[config.mk]
export PLATFORM = sky130hd
export DESIGN_NAME = pll_synth_core
export DESIGN_NICKNAME = d
export VERILOG_FILES = /design/src/rtl/pll_synth_core.sv
export SDC_FILE = /design/constraint.sdc
export NUM_CORES = 1
export LEC_CHECK = 0
export CORE_MARGIN = 2
export CORE_UTILIZATION = 50
export CTS_CLUSTER_SIZE = 16
export DETAILED_ROUTE_END_ITERATION = 8
export GPL_ROUTABILITY_DRIVEN = 0
export GPL_TIMING_DRIVEN = 0
export PLACE_DENSITY = 0.75
export SLEW_MARGIN = 20
export SYNTH_ARGS = -nofsm -noshare
export SYNTH_HDL_FRONTEND = slang
export SYNTH_SLANG_ARGS = --single-unit
[constraint.sdc]
create_clock -name clk -period 6.46 [get_ports clk]
set_input_delay 1.292 -clock clk [delete_from_list [all_inputs] [get_ports clk]]
set_output_delay 1.292 -clock clk [all_outputs]
set_load 0.1 [all_outputs]
[src/rtl/pll_synth_core.sv]
module pll_synth_core #(
  parameter int N_W      = 13,
  parameter int A_W      = 4,
  parameter int BAND_W   = 3,
  parameter int REF_DIV  = 1536,
  parameter int CKO_DIV  = 48,
  parameter int LOCK_CNT = 4
) (
  input  logic              clk,
  input  logic              rst_n,
  input  logic              ser_clk,
  input  logic              ser_data,
  input  logic              ser_en,
  input  logic              pre_pulse,
  output logic              mod_ctl,
  output logic              carry_o,
  output logic              ref_out,
  output logic              clk_out,
  output logic              up,
  output logic              dn,
  output logic              pump_oe,
  output logic              lock_n,
  output logic              i_low,
  output logic [BAND_W-1:0] band_n
);
  localparam int TG_W  = N_W + BAND_W;
  localparam int M_W   = N_W - A_W;
  localparam int RHALF = REF_DIV / 2;
  localparam int R_W   = $clog2(REF_DIV);
  localparam int CHALF = CKO_DIV / 2;
  localparam int C_W   = $clog2(CHALF);
  localparam int L_W   = $clog2(LOCK_CNT + 1);

  logic            sck_q;
  logic [TG_W-1:0] sr, lat;
  logic [N_W-1:0]  nval;
  logic [M_W-1:0]  mcnt;
  logic [A_W-1:0]  scnt;
  logic [R_W-1:0]  rcnt;
  logic [C_W-1:0]  ccnt;
  logic [L_W-1:0]  lcnt;
  logic            div_evt, ref_evt, nx_up, nx_dn, clr, fresh, good;

  assign nval    = ~lat[N_W-1:0];
  assign band_n  = ~lat[TG_W-1:N_W];
  assign div_evt = pre_pulse && (mcnt == '0);
  assign mod_ctl = (scnt != '0);
  assign ref_evt = (rcnt == R_W'(RHALF - 1));
  assign ref_out = (rcnt < R_W'(RHALF));
  assign nx_up   = up | ref_evt;
  assign nx_dn   = dn | div_evt;
  assign clr     = nx_up & nx_dn;
  assign good    = clr & ((ref_evt & div_evt & ~up & ~dn) | fresh);
  assign pump_oe = up | dn;
  assign lock_n  = (lcnt != L_W'(LOCK_CNT));
  assign i_low   = ~lock_n;

  always_ff @(posedge clk or negedge rst_n)
    if (!rst_n) begin
      sck_q <= 1'b0;
      sr    <= '0;
      lat   <= '0;
    end else begin
      sck_q <= ser_clk;
      if (ser_en && sck_q && !ser_clk) sr <= {ser_data, sr[TG_W-1:1]};
      if (!ser_en) lat <= sr;
    end

  always_ff @(posedge clk or negedge rst_n)
    if (!rst_n) begin
      mcnt    <= '0;
      scnt    <= '0;
      carry_o <= 1'b0;
    end else begin
      carry_o <= div_evt;
      if (div_evt) begin
        mcnt <= nval[N_W-1:A_W] - M_W'(1);
        scnt <= nval[A_W-1:0];
      end else if (pre_pulse) begin
        mcnt <= mcnt - M_W'(1);
        if (scnt != '0) scnt <= scnt - A_W'(1);
      end
    end

  always_ff @(posedge clk or negedge rst_n)
    if (!rst_n) begin
      rcnt    <= '0;
      ccnt    <= '0;
      clk_out <= 1'b0;
    end else begin
      rcnt <= (rcnt == R_W'(REF_DIV - 1)) ? '0 : rcnt + R_W'(1);
      if (ccnt == C_W'(CHALF - 1)) begin
        ccnt    <= '0;
        clk_out <= ~clk_out;
      end else begin
        ccnt <= ccnt + C_W'(1);
      end
    end

  always_ff @(posedge clk or negedge rst_n)
    if (!rst_n) begin
      up    <= 1'b0;
      dn    <= 1'b0;
      fresh <= 1'b0;
      lcnt  <= '0;
    end else begin
      up    <= nx_up & ~clr;
      dn    <= nx_dn & ~clr;
      fresh <= (nx_up ^ nx_dn) & ~up & ~dn;
      if (clr) begin
        if (!good) lcnt <= '0;
        else if (lcnt != L_W'(LOCK_CNT)) lcnt <= lcnt + L_W'(1);
      end
    end


  band_latch_chk: assert property (@(posedge clk) disable iff (!rst_n)
    $past(ser_en) |-> $stable(band_n));

  carry_src_chk: assert property (@(posedge clk) disable iff (!rst_n)
    carry_o |-> $past(pre_pulse));

  mod_fall_chk: assert property (@(posedge clk) disable iff (!rst_n)
    $fell(mod_ctl) |-> $past(pre_pulse));

  up_dn_excl_chk: assert property (@(posedge clk) disable iff (!rst_n)
    !(up && dn));

  up_rise_chk: assert property (@(posedge clk) disable iff (!rst_n)
    $rose(up) |-> $fell(ref_out));

  dn_rise_chk: assert property (@(posedge clk) disable iff (!rst_n)
    $rose(dn) |-> carry_o);

  lock_gain_chk: assert property (@(posedge clk) disable iff (!rst_n)
    $fell(lock_n) |-> ($fell(ref_out) || carry_o));
endmodule

==> flow_summary.json <==
{
  "ant_nets": 0,
  "cts-root-buf": "clkbuf_8",
  "vdd.ir_drop.worst_v": 0.000250,
  "cts_tree": "built",
  "placed_area_mm2": 0.00351,
  "cts_num_sinks": 70,
  "slew-limit-headroom": 0.342,
  "cts_made_buffers": 9,
  "clock_latency_ps": 330,
  "grt_max_degree": 57,
  "post-route-period-util": 0.565,
  "htreeDepth": 3,
  "total_leakage_power_nw": 1.73,
  "drt-wirelength-per-cell_um": 14.1,
  "setup.worst_path.start": "lcnt[0]",
  "outcome": "complete, no violations",
  "power_density_mw_per_mm2": 365,
  "synth_edf_count": 0,
  "synthesis.instances": 275,
  "critPathMaxFanout": 6,
  "slowest_delay_ps": 1170,
  "place_ws_ps": 2880,
  "start_util": 0.513,
  "drc": 0,
  "synth_cell_types": 50,
  "syn_to_final_growth_pct": 15.6,
  "syn-num-nets": 291,
  "fin_tns_setup_ps": 0,
  "nets": 318,
  "path_clk_slew_ps": 70,
  "yosys-mux-area-fraction": 0.117,
  "cts_setup_buffers": 0,
  "tightest_slew_ps": 983,
  "ys_async_sr_fraction": 1.00,
  "fmax_ghz": 0.274,
  "synth_compound_area_frac": 0.0939,
  "grt_pass1_wl_mm": 9.66,
  "grt_antenna_before_repair": 0,
  "finalSetupViolations": 0,
  "yosysSeqAreaShare": 0.541,
  "finClkSkew_ps": 8.92,
  "whs_ps": 478,
  "port_buffers": 15,
  "rsz0062_at_grt": "no",
  "fin_cells": 384,
  "synth_top_family_by_area": "simple AND/OR/NAND/NOR gates",
  "slew_viol_final": 0,
  "yosys_register_bits": 70,
  "path_class": "flip-flop to output pin",
  "drt-pass1-iter-count": 4,
  "critPathArrivalTime_ps": 2360,
  "grt.total_usage": 0.170,
  "ioPinCount": 18,
  "cts_hold_buf": 0,
  "grt_pass1_vias": 2112,
  "cpMaxStageDelayCell": "clkdlybuf4s50_1",
  "whs_path_depth": 1,
  "placed_cells": 368,
  "min_to": "ccnt[0]",
  "vias": 2094,
  "drive_gt1_frac": 0.205,
  "diodes": 0,
  "cp-start-kind": "flip-flop",
  "die_h_um": 84.5,
  "synthesis.area_mm2": 0.00324,
  "cts_resized": 0,
  "fill_cells": 519,
  "cap_violations": 0,
  "critPathCaptureType": "output pin",
  "seqCellArea_mm2": 0.00175,
  "fin_crit_ps": 3650,
  "viasPerCell": 5.45,
  "hp-class": "flip-flop to flip-flop",
  "coreArea_mm2": 0.00631,
  "synthXorXnorAreaFrac": 0.0325,
  "cp.required_ps": 5170,
  "layout_setup_ws_ps": 2810,
  "r2r_cells": 11,
  "die_w_um": 84.5,
  "clockBufferDepth": 2,
  "stdcell_area_mm2": 0.00374,
  "regToRegEndpoint": "mcnt[4]",
  "die_area_mm2": 0.00714,
  "hold_violations": 0,
  "min_from": "ccnt[0]",
  "wl_mm": 5.42,
  "overflow": 0,
  "place_hpwl_mm": 3.73,
  "synth_adder_area_share": 0.0386,
  "synthFlopType": "dfrtp_1",
  "syn_area_per_cell_um2": 11.8,
  "reg2reg_from": "mcnt[5]",
  "crit_path_cell_trace": "inv_1 -> ha_1 -> nand2_1 -> clkdlybuf4s50_1",
  "synth-simple-area-share": 0.141,
  "drt_iter0_drc": 73,
  "std_cell_rows": 29,
  "yosys_warnings": 0,
  "multiInputGateArea_mm2": 0.00137,
  "rrSetupSlack_ps": 3780
}
## report_power, final
| part | internal [W] | leakage [nW] | total [W] | switching, W |
|---|---|---|---|---|
| clock | 0.000249 | 0.120 | 0.000404 | 0.000155 |
| combinational | 0.000140 | 0.712 | 0.000355 | 0.000215 |
| sequential | 0.000525 | 0.901 | 0.000607 | 0.0000824 |
| total | 0.000913 | 1.73 | 0.00137 | 0.000453 |
## per-layer routing
layer / wire, um / up-vias / track usage / share of wire
met1: 2690 / 1026 / 0.240 / 0.50
met3: 116 / 9 / 0.0403 / 0.021
met5: 0 / - / 0 / 0
met2: 2510 / 31 / 0.250 / 0.46
met4: 113 / 0 / 0.0779 / 0.021
li1: - / 1028 / - / -
## synth_stat cells, types with 5 or more instances
cell type	number	share of area
nand3_1	7	0.011
nand2b_1	5	0.0097
dfrtp_1	70	0.54
nor3_1	11	0.017
nand2_1	13	0.015
nor2_1	22	0.026
inv_1	19	0.022
ha_1	10	0.039
xnor2_1	8	0.022
nor2b_1	5	0.0097
a21oi_1	6	0.0093
o21ai_0	5	0.0077
mux2_2	32	0.11
## final cells by class
class,count,share of cell area
flip-flops and latches,70,0.468
multi-input cells,178,0.366
repair buffers,16,0.0468
clock buffers,13,0.0451
well taps,77,0.0257
inverters,20,0.0204
clock inverters,3,0.0174
plain buffers,7,0.0107
## critical path, delay by kind of cell (launching register included)
family | cells | cell delay, ps
buffers and inverters | 2 | 1250
flip-flops | 1 | 400
adder cells (fa/ha/maj) | 1 | 200
AND/OR/NAND/NOR | 1 | 170
## how the worst max path moves through the flow
stage          depth (start not counted)  endpoint  slack (ps)
2_1_floorplan                          4     i_low        3050
3_3_place_gp                           1        up        1770
3_5_place_dp                          12   mcnt[4]        2880
4_1_cts                                4    lock_n        2790
5_1_grt                                5     i_low        2690
6_report                               4    lock_n        2810
## cell families (layout without fill, tap and decap cells)
| kind of cell | count (synthesis) | count (layout) |
|---|---|---|
| AND/OR/NAND/NOR | 80 | 80 |
| flip-flops | 70 | 70 |
| AO/OA/AOI/OAI | 42 | 42 |
| multiplexers | 34 | 34 |
| buffers and inverters | 27 | 59 |
| XOR/XNOR | 12 | 12 |
| adder cells (fa/ha/maj) | 10 | 10 |
## cell usage in the layout, fill, tap and decap left out, types with 3 or more instances in the layout
master	instances
clkbuf_1	3
a22o_1	4
nand2_1	13
nand3_1	7
xnor2_1	8
a31oi_1	4
a21oi_1	6
clkbuf_8	12
nand4_1	3
ha_1	10
o211ai_1	3
o21ai_0	5
inv_1	19
nor3_1	11
clkdlybuf4s50_1	14
mux2_2	32
nand2b_1	5
xor2_1	4
o22ai_1	4
dfrtp_1	70
nor2b_1	5
o21ai_1	4
nor2_1	22
## metrics by stage
step | util | total power, W
2_1_floorplan | - | 0.000877
3_3_place_gp | 0.552 | 0.000955
3_5_place_dp | 0.556 | 0.000970
4_1_cts | 0.593 | 0.00138
5_1_grt | 0.593 | 0.00145
6_report | 0.593 | 0.00137
## flip-flops by register name (all words and copies together), names as in the netlist, 3 cells and up
name / flops
lat: 16
sr: 16
rcnt: 11
mcnt: 9
ccnt: 5
scnt: 4
lcnt: 3
No activity file was read; power rests on OpenSTA's default activity.
